$ cat src/rtl/uart_rx_pkg.sv
package uart_rx_pkg;
  typedef enum logic [2:0] {
    ST_IDLE, ST_START, ST_DATA, ST_PAR, ST_STOP, ST_HOLD, ST_BRKW
  } rx_state_e;

  typedef struct packed {
    logic [1:0] wlen;
    logic       par_en;
    logic       par_odd;
    logic       stop2;
  } line_cfg_t;
endpackage

$ cat src/rtl/uart_rx_sync.sv
module uart_rx_sync #(
  parameter int STAGES   = 2,
  parameter bit IDLE_LVL = 1'b1
) (
  input  logic clk,
  input  logic rst,
  input  logic din,
  output logic dout
);
  logic [STAGES-1:0] sr;

  always_ff @(posedge clk) begin
    if (rst) sr <= {STAGES{IDLE_LVL}};
    else     sr <= {sr[STAGES-2:0], din};
  end

  assign dout = sr[STAGES-1];
endmodule

$ cat src/rtl/uart_rx_framelen.sv
module uart_rx_framelen
  import uart_rx_pkg::*;
#(
  parameter int OVS  = 16,
  parameter int MAXW = 8,
  parameter int KW   = 8,
  parameter int BW   = 4
) (
  input  line_cfg_t        cfg,
  output logic [BW-1:0]    nbits,
  output logic [KW-1:0]    frame_ticks
);
  localparam int MINW = MAXW - 3;

  logic [BW-1:0] nsym;

  always_comb begin
    nbits       = BW'(MINW) + BW'(cfg.wlen);
    nsym        = nbits + BW'(2) + BW'(cfg.par_en) + BW'(cfg.stop2);
    frame_ticks = KW'(OVS) * KW'(nsym);
  end
endmodule

$ cat src/rtl/uart_rx_shift.sv
module uart_rx_shift #(
  parameter int MAXW = 8,
  parameter int BW   = 4
) (
  input  logic            clk,
  input  logic            rst,
  input  logic            clr,
  input  logic            cap,
  input  logic            par_cap,
  input  logic [BW-1:0]   idx,
  input  logic            bit_in,
  output logic [MAXW-1:0] data,
  output logic            par_acc
);
  always_ff @(posedge clk) begin
    if (rst || clr) begin
      data    <= '0;
      par_acc <= 1'b0;
    end else begin
      for (int i = 0; i < MAXW; i++) begin
        if (cap && idx == BW'(i)) data[i] <= bit_in;
      end
      if (cap || par_cap) par_acc <= par_acc ^ bit_in;
    end
  end


  cap_idx_chk: assert property (@(posedge clk) disable iff (rst)
    cap |-> (idx < BW'(MAXW)));
endmodule

$ cat src/rtl/uart_rx_ctrl.sv
module uart_rx_ctrl
  import uart_rx_pkg::*;
#(
  parameter int OVS  = 16,
  parameter int MAXW = 8,
  parameter int KW   = 8,
  parameter int BW   = 4
) (
  input  logic            clk,
  input  logic            rst,
  input  logic            tick,
  input  logic            rx,
  input  line_cfg_t       cfg_in,
  output line_cfg_t       cfg_q,
  input  logic [BW-1:0]   nbits,
  input  logic [KW-1:0]   frame_ticks,
  input  logic [MAXW-1:0] sh_data,
  input  logic            sh_par,
  output logic            sh_clr,
  output logic            sh_cap,
  output logic            sh_par_cap,
  output logic [BW-1:0]   sh_idx,
  output logic            chr_valid,
  output logic [MAXW-1:0] chr_data,
  output logic            chr_perr,
  output logic            chr_ferr,
  output logic            chr_brk
);
  localparam int SB = $clog2(OVS);
  localparam logic [SB-1:0] MID = SB'(OVS/2 - 1);
  localparam logic [SB-1:0] PRE = SB'(OVS/2 - 2);

  rx_state_e     state_q;
  logic [KW-1:0] ftick_q;
  logic          all_low_q;
  logic          resync_q;
  logic [SB-1:0] phase;
  logic [BW-1:0] bidx;
  logic          perr_now;

  assign phase      = ftick_q[SB-1:0];
  assign bidx       = BW'(ftick_q >> SB);
  assign perr_now   = cfg_q.par_en & (sh_par ^ cfg_q.par_odd);
  assign sh_clr     = tick && state_q == ST_IDLE && !rx;
  assign sh_cap     = tick && state_q == ST_DATA && phase == MID;
  assign sh_par_cap = tick && state_q == ST_PAR && phase == MID;
  assign sh_idx     = bidx - BW'(1);

  always_ff @(posedge clk) begin
    if (rst) begin
      state_q   <= ST_IDLE;
      ftick_q   <= '0;
      all_low_q <= 1'b0;
      resync_q  <= 1'b0;
      cfg_q     <= '0;
      chr_valid <= 1'b0;
      chr_data  <= '0;
      chr_perr  <= 1'b0;
      chr_ferr  <= 1'b0;
      chr_brk   <= 1'b0;
    end else begin
      chr_valid <= 1'b0;
      if (tick) begin
        if (state_q != ST_IDLE && state_q != ST_BRKW) ftick_q <= ftick_q + KW'(1);
        all_low_q <= all_low_q & ~rx;
        case (state_q)
          ST_IDLE: begin
            if (!rx) begin
              state_q   <= ST_START;
              ftick_q   <= KW'(1);
              all_low_q <= 1'b1;
              cfg_q     <= cfg_in;
            end
          end
          ST_START: begin
            if (resync_q && phase == PRE && rx) begin
              state_q <= ST_IDLE;
            end else if (phase == MID) begin
              if (rx) state_q <= ST_IDLE;
              else begin
                state_q  <= ST_DATA;
                resync_q <= 1'b0;
              end
            end
          end
          ST_DATA: begin
            if (phase == MID && bidx == nbits)
              state_q <= cfg_q.par_en ? ST_PAR : ST_STOP;
          end
          ST_PAR: begin
            if (phase == MID) state_q <= ST_STOP;
          end
          ST_STOP: begin
            if (phase == MID) begin
              if (rx) begin
                state_q   <= ST_IDLE;
                chr_valid <= 1'b1;
                chr_data  <= sh_data;
                chr_perr  <= perr_now;
                chr_ferr  <= 1'b0;
                chr_brk   <= 1'b0;
              end else if (all_low_q) begin
                state_q <= ST_HOLD;
              end else begin
                state_q   <= ST_IDLE;
                resync_q  <= 1'b1;
                chr_valid <= 1'b1;
                chr_data  <= sh_data;
                chr_perr  <= perr_now;
                chr_ferr  <= 1'b1;
                chr_brk   <= 1'b0;
              end
            end
          end
          ST_HOLD: begin
            if (rx) begin
              state_q   <= ST_IDLE;
              resync_q  <= 1'b1;
              chr_valid <= 1'b1;
              chr_data  <= sh_data;
              chr_perr  <= perr_now;
              chr_ferr  <= 1'b1;
              chr_brk   <= 1'b0;
            end else if (ftick_q == frame_ticks) begin
              state_q   <= ST_BRKW;
              chr_valid <= 1'b1;
              chr_data  <= '0;
              chr_perr  <= 1'b0;
              chr_ferr  <= 1'b0;
              chr_brk   <= 1'b1;
            end
          end
          ST_BRKW: begin
            if (rx) state_q <= ST_IDLE;
          end
          default: state_q <= ST_IDLE;
        endcase
      end
    end
  end


  strobe_width_chk: assert property (@(posedge clk) disable iff (rst)
    chr_valid |=> !chr_valid);


  strobe_on_tick_chk: assert property (@(posedge clk) disable iff (rst)
    chr_valid |-> $past(tick));


  upper_bits_zero_chk: assert property (@(posedge clk) disable iff (rst)
    chr_valid |-> ((chr_data >> nbits) == '0));


  brk_wait_quiet_chk: assert property (@(posedge clk) disable iff (rst)
    (state_q == ST_BRKW) |=> !chr_valid);


  brk_char_chk: assert property (@(posedge clk) disable iff (rst)
    (chr_valid && chr_brk) |-> (chr_data == '0 && !chr_ferr && !chr_perr));


  stop_pos_chk: assert property (@(posedge clk) disable iff (rst)
    (tick && state_q == ST_STOP && phase == MID) |->
      (bidx == nbits + BW'(1) + BW'(cfg_q.par_en)));


  frame_bound_chk: assert property (@(posedge clk) disable iff (rst)
    (state_q != ST_IDLE && state_q != ST_BRKW) |-> (ftick_q <= frame_ticks));
endmodule

$ cat src/rtl/uart_rx_deser.sv
module uart_rx_deser
  import uart_rx_pkg::*;
#(
  parameter int OVS         = 16,
  parameter int MAXW        = 8,
  parameter int SYNC_STAGES = 2
) (
  input  logic            clk,
  input  logic            rst,
  input  logic            os_tick,
  input  logic            rx_in,
  input  logic [1:0]      cfg_wlen,
  input  logic            cfg_par_en,
  input  logic            cfg_par_odd,
  input  logic            cfg_stop2,
  output logic            chr_valid,
  output logic [MAXW-1:0] chr_data,
  output logic            chr_perr,
  output logic            chr_ferr,
  output logic            chr_brk
);
  localparam int KW = $clog2(OVS * (MAXW + 4) + 1);
  localparam int BW = $clog2(MAXW + 5);

  logic            rx_s;
  line_cfg_t       cfg_in, cfg_q;
  logic [BW-1:0]   nbits;
  logic [KW-1:0]   frame_ticks;
  logic [MAXW-1:0] sh_data;
  logic            sh_par, sh_clr, sh_cap, sh_par_cap;
  logic [BW-1:0]   sh_idx;

  assign cfg_in = '{wlen: cfg_wlen, par_en: cfg_par_en,
                    par_odd: cfg_par_odd, stop2: cfg_stop2};

  uart_rx_sync #(.STAGES(SYNC_STAGES), .IDLE_LVL(1'b1)) u_sync (
    .clk(clk), .rst(rst), .din(rx_in), .dout(rx_s)
  );

  uart_rx_framelen #(.OVS(OVS), .MAXW(MAXW), .KW(KW), .BW(BW)) u_len (
    .cfg(cfg_q), .nbits(nbits), .frame_ticks(frame_ticks)
  );

  uart_rx_shift #(.MAXW(MAXW), .BW(BW)) u_shift (
    .clk(clk), .rst(rst), .clr(sh_clr), .cap(sh_cap), .par_cap(sh_par_cap),
    .idx(sh_idx), .bit_in(rx_s), .data(sh_data), .par_acc(sh_par)
  );

  uart_rx_ctrl #(.OVS(OVS), .MAXW(MAXW), .KW(KW), .BW(BW)) u_ctrl (
    .clk(clk), .rst(rst), .tick(os_tick), .rx(rx_s), .cfg_in(cfg_in),
    .cfg_q(cfg_q), .nbits(nbits), .frame_ticks(frame_ticks),
    .sh_data(sh_data), .sh_par(sh_par), .sh_clr(sh_clr), .sh_cap(sh_cap),
    .sh_par_cap(sh_par_cap), .sh_idx(sh_idx),
    .chr_valid(chr_valid), .chr_data(chr_data), .chr_perr(chr_perr),
    .chr_ferr(chr_ferr), .chr_brk(chr_brk)
  );
endmodule

$ cat config.mk
export PLATFORM = sky130hd
export DESIGN_NAME = uart_rx_deser
export DESIGN_NICKNAME = d
export VERILOG_FILES = /design/src/rtl/uart_rx_pkg.sv /design/src/rtl/uart_rx_sync.sv /design/src/rtl/uart_rx_framelen.sv /design/src/rtl/uart_rx_shift.sv /design/src/rtl/uart_rx_ctrl.sv /design/src/rtl/uart_rx_deser.sv
export SDC_FILE = /design/constraint.sdc
export NUM_CORES = 1
export LEC_CHECK = 0
export ABC_AREA = 1
export BUFFER_PORTS_ARGS = -buffer_cell sky130_fd_sc_hd__buf_2
export CELL_PAD_IN_SITES_DETAIL_PLACEMENT = 0
export CELL_PAD_IN_SITES_GLOBAL_PLACEMENT = 1
export CORE_UTILIZATION = 38
export DETAILED_ROUTE_END_ITERATION = 10
export GPL_TIMING_DRIVEN = 0
export PLACE_DENSITY_LB_ADDON = 0.1
export SKIP_CTS_REPAIR_TIMING = 1
export SLEW_MARGIN = 15
export SYNTH_ARGS = -nofsm -noshare
export SYNTH_HDL_FRONTEND = slang
export SYNTH_HIERARCHICAL = 1
export SYNTH_SLANG_ARGS = --single-unit
$ cat constraint.sdc
create_clock -name clk -period 1.89 [get_ports clk]
set_input_delay 0.0945 -clock clk [delete_from_list [all_inputs] [get_ports clk]]
set_output_delay 0.0945 -clock clk [all_outputs]
set_load 0.02 [all_outputs]
==> impl_metrics.sql <==
INSERT INTO impl_metrics (metric_group, metric, value, unit) VALUES
('pwr', 'post_layout_power', '2380', 'uW'),
('floorplanning', 'top_level_ports', '21', ''),
('floorplanning', 'row_count', '28', ''),
('placed_design', 'half_perimeter_wire_length_of_the_detailed_placement_result', '4130', 'um'),
('cts', 'clk_pin_slew', '0.08', 'ns'),
('floorplanning', 'die_height', '81.7', 'um'),
('floorplanning', 'initial_utilization', '40.0', '%'),
('yosys', 'post_synth_num_cell_types', '32', ''),
('yosys', 'synth.yosys.warnings', '6', ''),
('job', 'max_cap_viol', '0', ''),
('final_layout', 'multiInputGateArea', '1390', 'um^2'),
('pwr', 'leakage', '0.00132', 'uW'),
('final_layout', 'fin_nets', '422', ''),
('worst_setup_path', 'worstSetupPathType', 'reg2reg', ''),
('worst_setup_path', 'worst-endpoint-arrival', '2.36', 'ns'),
('routing', 'detailed_route_wl', '5590', 'um'),
('global_routing', 'via_count_of_the_first_global_routing_pass', '2070', ''),
('yosys', 'synth_seq_area_share', '34.0', '%'),
('cts', 'clock_tree.buffer_depth', '2', ''),
('sta', 'finalCriticalPeriod', '2.18', 'ns'),
('worst_setup_path', 'crit_path_max_fanout', '5', ''),
('sta', 'finalWorstSetupSlack', '-0.288', 'ns'),
('sta', 'timing.fmax', '459', 'MHz'),
('worst_setup_path', 'critical-path-max-stage-delay', '0.42', 'ns'),
('routing', 'post-route-drc-count', '0', ''),
('run_status', 'run_status', 'finished with violations', ''),
('worst_setup_path', 'timing.critical_path.max_delay_family', 'adder cells', ''),
('pwr', 'power_per_cell_area', '833', 'nW/um^2'),
('routing', 'antenna_violating_nets_post_route', '0', ''),
('yosys', 'number_of_instances_in_the_synthesized_netlist', '370', ''),
('cts', 'ctsHtreeMaxLevel', '2', ''),
('sta', 'drv_slew', '0', ''),
('cts', 'tritoncts.num_buffers', '5', ''),
('final_layout', 'ff_latch_area', '831', 'um^2'),
('sta', 'report.final.hold_viol_count', '0', ''),
('routing', 'routed_via_count_divided_by_cell_count', '4.68', ''),
('placed_design', 'place_area', '2660', 'um^2'),
('sta', 'clock_skew', '0.00429', 'ns'),
('yosys', 'synth.avg_cell_area', '6.52', 'um^2'),
('sta', 'final_cycle_utilization_of_the_critical_path', '115', '%'),
('final_layout', 'nFillCells', '654', ''),
('yosys', 'ys.flop_type', 'sky130_fd_sc_hd__dfxtp_1', ''),
('yosys', 'postSynthRegisterBits', '41', ''),
('cts', 'tritoncts', 'done', ''),
('worst_setup_path', 'buffer_and_inverter_count_on_the_worst_path', '2', ''),
('sta', 'rsz0062_at_grt', 'true', ''),
('cts', 'clock-sinks', '41', ''),
('floorplanning', 'die_w', '81.7', 'um'),
('yosys', 'synth_top_cell_area_share', '34.0', '%'),
('global_routing', 'grt_overflow_total', '0', ''),
('final_layout', 'antennaDiodeCount', '0', ''),
('worst_setup_path', 'timing.critical_path.cells', 'fa_2 > ha_4 > inv_1 > xnor2_1 > nand2_1 > nor2_2 > nand2_2 > nand3_4 > nand2_4 > buf_4 > o21bai_1 > nor2_1', ''),
('pwr', 'vdd.ir_drop.worst', '450', 'uV'),
('global_routing', 'number_of_antenna_violations_at_the_first_check_in_global_routing', '0', ''),
('yosys', 'netlist.top_cell.by_area', 'sky130_fd_sc_hd__dfxtp_1', ''),
('yosys', 'ys_top_cells_by_area', 'sky130_fd_sc_hd__dfxtp_1 34%, sky130_fd_sc_hd__nor2_1 13%, sky130_fd_sc_hd__nand2_1 11%, sky130_fd_sc_hd__inv_1 8.6%, sky130_fd_sc_hd__ha_1 4.2%', ''),
('sta', 'max_slew_headroom', '65.5', '%'),
('sta', 'finalSetupViolCount', '15', ''),
('placed_design', 'gp_routability_congestion', '0.791', ''),
('final_layout', 'drive_above_1_share', '18.5', '%'),
('floorplanning', 'fp.dieArea', '6670', 'um^2'),
('cts', 'clk-insertion-delay-late', '0.29', 'ns'),
('yosys', 'synth_area', '2410', 'um^2'),
('floorplanning', 'core', '6030', 'um^2'),
('sta', 'tightestPinTransition', '0.517', 'ns'),
('run_status', 'violations', 'setup timing', ''),
('routing', 'wl_per_cell', '11.6', 'um'),
('global_routing', 'grt_pass1_wl', '9470', 'um'),
('worst_hold_path', 'class_of_the_tightest_hold_or_removal_check', 'in2reg', ''),
('global_routing', 'pin_count_of_the_biggest_net_entering_global_routing', '13', ''),
('worst_setup_path', 'end_kind', 'flip-flop', '');
-- per-stage QoR --
| stage | setup TNS, ns | utilization (%) | hold WS [ns] | cells |
|---|---|---|---|---|
| 4_1_cts | -5.95 | 46.1 | -0.0447 | 476 |
| 2_1_floorplan | -0.366 | - | 0.179 | 373 |
| 6_report | -3.43 | 47.5 | 0.0166 | 480 |
| 3_5_place_dp | -5.44 | 44.1 | 0.270 | 468 |
| 3_3_place_gp | -4.92 | 44.1 | 0.265 | 468 |
| 5_1_grt | -6.16 | 47.5 | 0.00796 | 480 |
-- routing by layer --
metal	global-route usage (%)	share of wire [%]
met5	0	0
met4	4.21	0.48
met3	4.44	3.0
met2	29.8	44
met1	25.1	52
-- synthesized netlist by cell type, types with 2 or more instances --
cell and instances:
sky130_fd_sc_hd__o21ai_0 18, sky130_fd_sc_hd__xnor2_1 10, sky130_fd_sc_hd__nand4_1 3, sky130_fd_sc_hd__o21bai_1 10
sky130_fd_sc_hd__inv_2 5, sky130_fd_sc_hd__nor2_2 5, sky130_fd_sc_hd__nor2_1 84, sky130_fd_sc_hd__buf_4 5
sky130_fd_sc_hd__nand2_1 69, sky130_fd_sc_hd__inv_1 55, sky130_fd_sc_hd__nand2_2 2, sky130_fd_sc_hd__nand3_1 20
sky130_fd_sc_hd__dfxtp_1 41, sky130_fd_sc_hd__a21oi_1 10, sky130_fd_sc_hd__buf_2 2, sky130_fd_sc_hd__ha_1 8
sky130_fd_sc_hd__xor2_1 3, sky130_fd_sc_hd__nor3_1 5, sky130_fd_sc_hd__clkbuf_1 2
-- worst register-to-register path, stage by stage, from the launching register on --
cell,delay (ns)
sky130_fd_sc_hd__dfxtp_4,0.37
sky130_fd_sc_hd__fa_2,0.42
sky130_fd_sc_hd__ha_4,0.27
sky130_fd_sc_hd__inv_1,0.04
sky130_fd_sc_hd__xnor2_1,0.14
sky130_fd_sc_hd__nand2_1,0.08
sky130_fd_sc_hd__nor2_2,0.15
sky130_fd_sc_hd__nand2_2,0.10
sky130_fd_sc_hd__nand3_4,0.10
sky130_fd_sc_hd__nand2_4,0.07
sky130_fd_sc_hd__buf_4,0.16
sky130_fd_sc_hd__o21bai_1,0.14
sky130_fd_sc_hd__nor2_1,0.05
-- cell families (layout without fill, tap and decap cells) --
kind of cell / count (synthesis) / after routing / share of synthesized area [%]
DFF: 41 / 41 / 34.0
xor gates and xnor gates: 13 / 13 / 4.72
and+or+nand+nor: 192 / 192 / 33.3
other: 1 / 4 / 0.156
AOI/OAI and AO/OA: 43 / 43 / 10.5
buffers and inverters: 71 / 103 / 12.3
adders and majority gates: 9 / 9 / 4.98
-- registers in the layout, summed over array words and instances, names as in the netlist, 2 cells and up --
| signal | cells |
|---|---|
| u_ctrl/state_q | 3 |
| u_ctrl/cfg_q | 5 |
| u_sync/sr | 2 |
| u_ctrl/chr_data | 8 |
| u_shift/data | 8 |
| u_ctrl/ftick_q | 8 |
-- cells in the final DEF, fill, tap and decap left out, types with 6 or more instances in the layout --
cell                        n
sky130_fd_sc_hd__nand2_2    6
sky130_fd_sc_hd__buf_2     21
sky130_fd_sc_hd__o21ai_0   18
sky130_fd_sc_hd__a21oi_1   10
sky130_fd_sc_hd__nand2_1   63
sky130_fd_sc_hd__nor2_2     7
sky130_fd_sc_hd__buf_4      8
sky130_fd_sc_hd__clkbuf_8   6
sky130_fd_sc_hd__o21bai_1  10
sky130_fd_sc_hd__nand3_1   19
sky130_fd_sc_hd__nor2_1    82
sky130_fd_sc_hd__dfxtp_1   37
sky130_fd_sc_hd__inv_2      8
sky130_fd_sc_hd__xnor2_1   10
sky130_fd_sc_hd__ha_1       6
sky130_fd_sc_hd__inv_1     52
-- where the power goes --
| part | total (uW) | internal (uW) | switching (uW) |
|---|---|---|---|
| Clock | 737 | 431 | 306 |
| Combinational | 672 | 249 | 423 |
| Sequential | 976 | 919 | 57.4 |
-- final cells by class --
cell class / instances / share of cell area [%]
repair buffers: 24 / 4.63
inverters: 60 / 7.86
plain buffers: 11 / 2.71
clock inverters: 1 / 1.05
multi-input cells: 261 / 48.4
clock buffers: 7 / 3.01
well taps: 75 / 3.28
flip-flops and latches: 41 / 29.0
-- path summary, 6_finish.rpt --
kind                                      to  slack (ns)  cells after the start                         start
max          u_ctrl/chr_data[1]$_SDFFE_PP0P_       -0.29                     12  u_ctrl/cfg_q[3]$_SDFFE_PP0P_
min            u_ctrl/all_low_q$_SDFFE_PP0P_        0.02                      2                       os_tick
max reg2reg  u_ctrl/chr_data[1]$_SDFFE_PP0P_       -0.29                     12  u_ctrl/cfg_q[3]$_SDFFE_PP0P_
min reg2reg          u_sync/sr[1]$_SDFF_PP1_        0.42                      2       u_sync/sr[0]$_SDFF_PP1_
No activity file was read; power rests on OpenSTA's default activity.
